--- config.mk ---
export PLATFORM = sky130hd
export DESIGN_NAME = flash_bus_front
export DESIGN_NICKNAME = d
export VERILOG_FILES = /design/src/rtl/fbf_pkg.sv /design/src/rtl/fbf_sync.sv /design/src/rtl/fbf_deglitch.sv /design/src/rtl/fbf_idle.sv /design/src/rtl/flash_bus_front.sv
export SDC_FILE = /design/constraint.sdc
export NUM_CORES = 1
export LEC_CHECK = 0
export BUFFER_PORTS_ARGS = -buffer_cell sky130_fd_sc_hd__buf_2
export CORE_ASPECT_RATIO = 0.6
export CORE_MARGIN = 1.5
export CORE_UTILIZATION = 59
export CTS_CLUSTER_SIZE = 20
export DETAILED_ROUTE_END_ITERATION = 10
export PLACE_DENSITY = 0.81
export SETUP_SLACK_MARGIN = 0.2
export SYNTH_ARGS = -nofsm -noshare
export SYNTH_HDL_FRONTEND = slang
export SYNTH_SLANG_ARGS = --single-unit
--- constraint.sdc ---
create_clock -name clk -period 3.7 [get_ports clk]
set_input_delay 0.555 -clock clk [delete_from_list [all_inputs] [get_ports clk]]
set_output_delay 0.555 -clock clk [all_outputs]
set_load 0.01 [all_outputs]
--- src/rtl/fbf_pkg.sv ---
package fbf_pkg;
  typedef enum logic [2:0] {
    M_PDOWN   = 3'd0,
    M_STANDBY = 3'd1,
    M_OUTDIS  = 3'd2,
    M_READ    = 3'd3,
    M_WRITE   = 3'd4
  } bus_mode_e;

  typedef enum logic [1:0] {
    RD_ARRAY  = 2'd0,
    RD_SIGN   = 2'd1,
    RD_STATUS = 2'd2,
    RD_QUERY  = 2'd3
  } rd_path_e;
endpackage

--- src/rtl/fbf_sync.sv ---
module fbf_sync #(
  parameter int          W       = 1,
  parameter int          STAGES  = 2,
  parameter logic [W-1:0] RST_VAL = '0
) (
  input  logic         clk,
  input  logic         rst,
  input  logic [W-1:0] d,
  output logic [W-1:0] q
);
  logic [W-1:0] stg [STAGES];

  always_ff @(posedge clk) begin
    if (rst) begin
      for (int i = 0; i < STAGES; i++) stg[i] <= RST_VAL;
    end else begin
      stg[0] <= d;
      for (int i = 1; i < STAGES; i++) stg[i] <= stg[i-1];
    end
  end

  assign q = stg[STAGES-1];
endmodule

--- src/rtl/fbf_deglitch.sv ---
module fbf_deglitch #(
  parameter int GLITCH_CYC = 3
) (
  input  logic clk,
  input  logic rst,
  input  logic s,
  output logic f
);
  localparam int CW = $clog2(GLITCH_CYC + 1);
  localparam logic [CW-1:0] LAST = CW'(GLITCH_CYC - 1);

  logic [CW-1:0] cnt;

  // the filtered level flips only after GLITCH_CYC consecutive disagreeing samples
  always_ff @(posedge clk) begin
    if (rst) begin
      f   <= 1'b1;
      cnt <= '0;
    end else if (s == f) begin
      cnt <= '0;
    end else if (cnt == LAST) begin
      f   <= s;
      cnt <= '0;
    end else begin
      cnt <= cnt + 1'b1;
    end
  end
endmodule

--- src/rtl/fbf_idle.sv ---
module fbf_idle #(
  parameter int IDLE_CYC = 1024,
  parameter int W        = 8
) (
  input  logic         clk,
  input  logic         rst,
  input  logic         en,
  input  logic [W-1:0] sig,
  output logic         alp
);
  localparam int CW = $clog2(IDLE_CYC + 1);
  localparam logic [CW-1:0] LAST = CW'(IDLE_CYC - 1);

  logic [W-1:0]  prev;
  logic [CW-1:0] cnt;
  logic          moved;

  assign moved = (sig != prev);

  always_ff @(posedge clk) begin
    if (rst) begin
      prev <= '0;
      cnt  <= '0;
      alp  <= 1'b0;
    end else begin
      prev <= sig;
      if (!en || moved) begin
        cnt <= '0;
        alp <= 1'b0;
      end else if (cnt == LAST) begin
        alp <= 1'b1;
      end else begin
        cnt <= cnt + 1'b1;
      end
    end
  end
endmodule

--- src/rtl/flash_bus_front.sv ---
module flash_bus_front
  import fbf_pkg::*;
#(
  parameter int ADDR_W      = 23,
  parameter int DATA_W      = 16,
  parameter int SYNC_STAGES = 2,
  parameter int GLITCH_CYC  = 3,
  parameter int IDLE_CYC    = 1024
) (
  input  logic              clk,
  input  logic              rst,
  input  logic              rp_n,
  input  logic              ce_n,
  input  logic              oe_n,
  input  logic              we_n,
  input  logic [ADDR_W-1:0] addr_i,
  input  logic [DATA_W-1:0] dq_i,
  input  logic [DATA_W-1:0] rd_data_i,
  input  logic              sync_mode_i,
  input  logic              pe_busy_i,
  input  logic              rd_mode_ld_i,
  input  logic [1:0]        rd_mode_i,
  output logic [DATA_W-1:0] dq_o,
  output logic              dq_oe_o,
  output logic [ADDR_W-1:0] wr_addr_o,
  output logic [DATA_W-1:0] wr_data_o,
  output logic              wr_strobe_o,
  output logic              proto_err_o,
  output logic [2:0]        mode_o,
  output logic [1:0]        rd_mode_o,
  output logic              alp_o,
  output logic              stby_lp_o
);
  localparam int CTRL_W = 4;
  localparam int BUS_W  = ADDR_W + DATA_W;
  localparam int MON_W  = CTRL_W + ADDR_W;
  localparam int N_FLT  = 2;

  // synchronised pins
  logic [CTRL_W-1:0] ctrl_s;
  logic [BUS_W-1:0]  bus_s;
  logic              rp_s, ce_s, oe_s, we_s;
  logic [ADDR_W-1:0] addr_s;
  logic [DATA_W-1:0] data_s;

  fbf_sync #(.W(CTRL_W), .STAGES(SYNC_STAGES), .RST_VAL({CTRL_W{1'b1}})) u_sync_ctrl (
    .clk(clk), .rst(rst), .d({rp_n, ce_n, oe_n, we_n}), .q(ctrl_s)
  );

  // address/data ride a pipeline of equal depth so they stay aligned with the strobes
  fbf_sync #(.W(BUS_W), .STAGES(SYNC_STAGES), .RST_VAL('0)) u_sync_bus (
    .clk(clk), .rst(rst), .d({addr_i, dq_i}), .q(bus_s)
  );

  assign {rp_s, ce_s, oe_s, we_s} = ctrl_s;
  assign {addr_s, data_s}         = bus_s;

  // glitch filters on the two enables
  logic [N_FLT-1:0] raw_en, filt_en;
  logic             ce_f, we_f;

  assign raw_en = {ce_s, we_s};

  for (genvar gi = 0; gi < N_FLT; gi++) begin : g_flt
    fbf_deglitch #(.GLITCH_CYC(GLITCH_CYC)) u_flt (
      .clk(clk), .rst(rst), .s(raw_en[gi]), .f(filt_en[gi])
    );
  end

  assign {ce_f, we_f} = filt_en;

  // bus state, fixed priority
  bus_mode_e mode_d, mode_q;

  always_comb begin
    if (!rp_s)      mode_d = M_PDOWN;
    else if (ce_f)  mode_d = M_STANDBY;
    else if (!we_f) mode_d = M_WRITE;
    else if (oe_s)  mode_d = M_OUTDIS;
    else            mode_d = M_READ;
  end

  // write shadow: follows the bus while both strobes are low, so it holds
  // the values seen at whichever strobe rose first
  logic              shadow_en;
  logic [ADDR_W-1:0] sh_addr;
  logic [DATA_W-1:0] sh_data;
  logic              wr_done;

  assign shadow_en = rp_s && !ce_s && !we_s;
  assign wr_done   = (mode_q == M_WRITE) && (mode_d != M_WRITE) && (mode_d != M_PDOWN);

  always_ff @(posedge clk) begin
    if (rst) begin
      sh_addr <= '0;
      sh_data <= '0;
    end else if (shadow_en) begin
      sh_addr <= addr_s;
      sh_data <= data_s;
    end
  end

  always_ff @(posedge clk) begin
    if (rst) begin
      wr_addr_o   <= '0;
      wr_data_o   <= '0;
      wr_strobe_o <= 1'b0;
    end else begin
      wr_strobe_o <= wr_done;
      if (wr_done) begin
        wr_addr_o <= sh_addr;
        wr_data_o <= sh_data;
      end
    end
  end

  // registered pin-side outputs
  always_ff @(posedge clk) begin
    if (rst) begin
      mode_q      <= M_STANDBY;
      dq_oe_o     <= 1'b0;
      dq_o        <= '0;
      proto_err_o <= 1'b0;
      stby_lp_o   <= 1'b0;
    end else begin
      mode_q      <= mode_d;
      dq_oe_o     <= (mode_d == M_READ);
      dq_o        <= (mode_d == M_READ) ? rd_data_i : '0;
      proto_err_o <= (mode_d == M_WRITE) && !oe_s;
      stby_lp_o   <= (mode_d == M_STANDBY) && !pe_busy_i;
    end
  end

  assign mode_o = mode_q;

  // read-path selection, back to array read on reset or power-down
  rd_path_e rd_path_q;

  always_ff @(posedge clk) begin
    if (rst || (mode_d == M_PDOWN)) rd_path_q <= RD_ARRAY;
    else if (rd_mode_ld_i)          rd_path_q <= rd_path_e'(rd_mode_i);
  end

  assign rd_mode_o = rd_path_q;

  // idle timer for automatic low power
  logic idle_en;
  assign idle_en = (mode_d == M_READ) && !sync_mode_i;

  fbf_idle #(.IDLE_CYC(IDLE_CYC), .W(MON_W)) u_idle (
    .clk(clk), .rst(rst), .en(idle_en), .sig({ctrl_s, addr_s}), .alp(alp_o)
  );
endmodule

==> results.json <==
{
  "skew_ns": 0.02137,
  "power_per_cell_area_mw_per_mm2": 530.7,
  "post_route_cells_drive_above_1_share": 0.2147,
  "syn2layout_area_growth_pct": 17.83,
  "regArea_sq_mm": 0.004684,
  "wl_mm": 14.89,
  "final_net_count": 943,
  "final_util": 0.7271,
  "cts_tree": "done",
  "hold_path.class": "in -> reg",
  "first_iter_violations": 278,
  "grt_overflow_total": 0,
  "final_cell_area_sq_mm": 0.008940,
  "worstSetupPathType": "reg -> reg",
  "clk_pin_slew_worst_paths_ns": 0.07,
  "synth-seq-cells": 234,
  "critPathArrivalTime_ns": 2.56,
  "cts_buffer_depth": 3,
  "die_w_microns": 149.4,
  "hold_start": "pe_busy_i",
  "vias_per_cell": 5.026,
  "setup-tns-final_ns": 0,
  "outcome": "finished clean",
  "slowest_delay_ns": 0.56,
  "dpl_cell_area_sq_mm": 0.008308,
  "drc_errors": 0,
  "crit_path_top_delay_cell": "nor3b_4",
  "place_ws_ns": 1.221,
  "synth_top_area_frac": 0.6174,
  "antenna_left": 0,
  "cts_made_buffers": 20,
  "seq_area_frac_synth": 0.6174,
  "fp.dieH_microns": 90.84,
  "async_flop_share": 0,
  "slew_viol_final": 0,
  "yosys_warnings": 0,
  "hold_viol": 0,
  "worst_pin_slew_ns": 1.200,
  "gr-usage-all-layers": 0.2213,
  "synth_top_area_cell": "dfxtp_1",
  "grt_setup_unrepaired": "false",
  "grt_pass1_vias": 5067,
  "p_int_mw": 3.769,
  "ir_worst_vdd_v": 0.0003073,
  "p_clk_frac": 0.420,
  "htree_levels": 1,
  "max_freq_ghz": 0.4544,
  "setup_viol": 0,
  "row_count": 31,
  "dieArea_sq_mm": 0.01357,
  "post_drt_wl_per_cell_microns": 14.18,
  "pwr-share-comb": 0.032,
  "syn_area_sq_mm": 0.007587,
  "maxSlewHeadroom": 0.1982,
  "start_util": 0.6171,
  "path_cells": "nor2b_1 -> nor3b_4 -> nand4_4 -> a2111oi_2",
  "final.setup.worst_slack_ns": 1.499,
  "via_count": 5277,
  "synth_edf_count": 0,
  "cts_resized": 0,
  "fillers": 873,
  "synth_area_leaders": "dfxtp_1 (62%), nor2b_1 (8.8%), nand2_1 (7.8%), a21oi_1 (5.1%), xor2_1 (3.5%)",
  "postSynthAreaPerCell_sq_um": 9.970,
  "synth_most_common_cell": "dfxtp_1",
  "power_frac_seq": 0.548,
  "synth_cell_types": 41,
  "power_mw": 4.744,
  "post_cts_buffers": 0,
  "numPortBuffers": 130,
  "io_pins": 131,
  "synthTopCellsByCount": "dfxtp_1 (234), nand2_1 (158), nor2b_1 (107)",
  "switchingPower_mw": 0.9753,
  "core_sq_mm": 0.01230,
  "crit_start": "g_flt[0].u_flt.f",
  "multi_input_area_sq_mm": 0.002696,
  "dr.pass1.iters": 4,
  "cp_max_fo": 18,
  "insertion_delay_ns": 0.50,
  "drv_cap": 0,
  "synth_nets": 830,
  "p_leak_nw": 3.673,
  "grt_max_degree": 86,
  "fin_crit_sh": 0.5948,
  "holdBufCountCts": 0,
  "netlist_instances": 761,
  "swShare": 0.2056,
  "finalCriticalPeriod_ns": 2.201,
  "grt_pass1_wl_mm": 24.41,
  "hpwl_mm": 10.01,
  "end_kind": "register",
  "cts_root_buf": "clkbuf_16",
  "place_congestion": 0.8512,
  "cp.required_ns": 4.06,
  "n_antenna_cell": 0,
  "antenna_found_initial": 0,
  "synthFlopType": "dfxtp_1",
  "reg2reg_from": "g_flt[0].u_flt.f",
  "cp-start-kind": "register",
  "cts.sinks": 234
}
[sequential cells by signal, summed over array words and instances (netlist names), 2 cells and up]
signal,cells
u_sync_bus.stg,78
u_idle.prev,27
sh_addr,23
wr_addr_o,23
dq_o,16
sh_data,16
wr_data_o,16
u_idle.cnt,11
u_sync_ctrl.stg,8
g_flt.u_flt.cnt,4
mode_o,3
g_flt.u_flt.f,2
rd_mode_o,2
[path summary, 6_finish.rpt]
kind / endpoint / slack, ns / cells past startpoint
max: u_idle.cnt[7] / 1.50 / 4
min: stby_lp_o / 0.23 / 2
max reg2reg: u_idle.cnt[7] / 1.50 / 4
min reg2reg: u_sync_ctrl.stg[0][4] / 0.40 / 1
[worst max-delay path: cells and delay by family, from the launching register on]
family             cells  cell delay [ns]
and+or+nand+nor        3             1.15
DFF                    1             0.52
AOI/OAI and AO/OA      1             0.40
[cells by family (layout without fill, tap and decap cells)]
group	after synthesis	in the layout	synth area share
AND/OR/NAND/NOR	341	341	0.2360
AO/OA/AOI/OAI	95	95	0.06860
adder cells (fa/ha/maj)	3	3	0.004948
multiplexers	5	5	0.006597
XOR/XNOR	32	32	0.03694
flip-flops	234	234	0.6174
buffers and inverters	51	175	0.02952
[per-layer routing]
metal  track usage  vias up  wire length (microns)
met2        0.3525      137                   6666
met1        0.3089     2456                   7051
met4       0.03630        0                    172
met3       0.05505       18                   1000
met5             0        -                      0
li1              -     2666                      -
[per-stage QoR]
step           instances  hold slack (ns)
2_1_floorplan        761           0.3895
3_3_place_gp        1017           0.3950
3_5_place_dp        1017           0.3937
4_1_cts             1050           0.2277
5_1_grt             1050           0.2231
6_report            1050           0.2323
[power by group through the flow]
stage	sequential (mW)	clock (mW)	combinational [mW]
2_1_floorplan	2.65	0	0.0974
5_1_grt	2.61	2.14	0.168
4_1_cts	2.60	2.02	0.153
3_3_place_gp	2.66	0	0.147
3_5_place_dp	2.66	0	0.152
6_report	2.60	1.99	0.152
[placed cells by master (no fill, tap or decap), drive strengths merged, types with 2 or more instances in the layout]
master	Yosys	final
buf	14	135
nor2b	107	107
nand4	5	5
a21oi	78	78
or3	2	2
nand2b	2	2
nor3b	3	3
ha	3	3
dfxtp	234	234
nand2	158	158
or2	8	8
clkinv	0	3
and2	17	17
inv	7	8
nor3	14	14
mux2i	5	5
nor4	9	9
xor2	30	30
clkbuf	30	29
o311ai	2	2
o21ai	6	6
a211o	2	2
nor2	13	13
xnor2	2	2
[area by class of cell]
type / count / area share
sequential: 234 / 0.5240
multi-input combinational: 476 / 0.3016
timing repair buffer: 135 / 0.07768
clock buffer: 29 / 0.06648
tap: 165 / 0.02309
clock inverter: 4 / 0.004199
inverter: 7 / 0.002939
No activity file was read; power rests on OpenSTA's default activity.
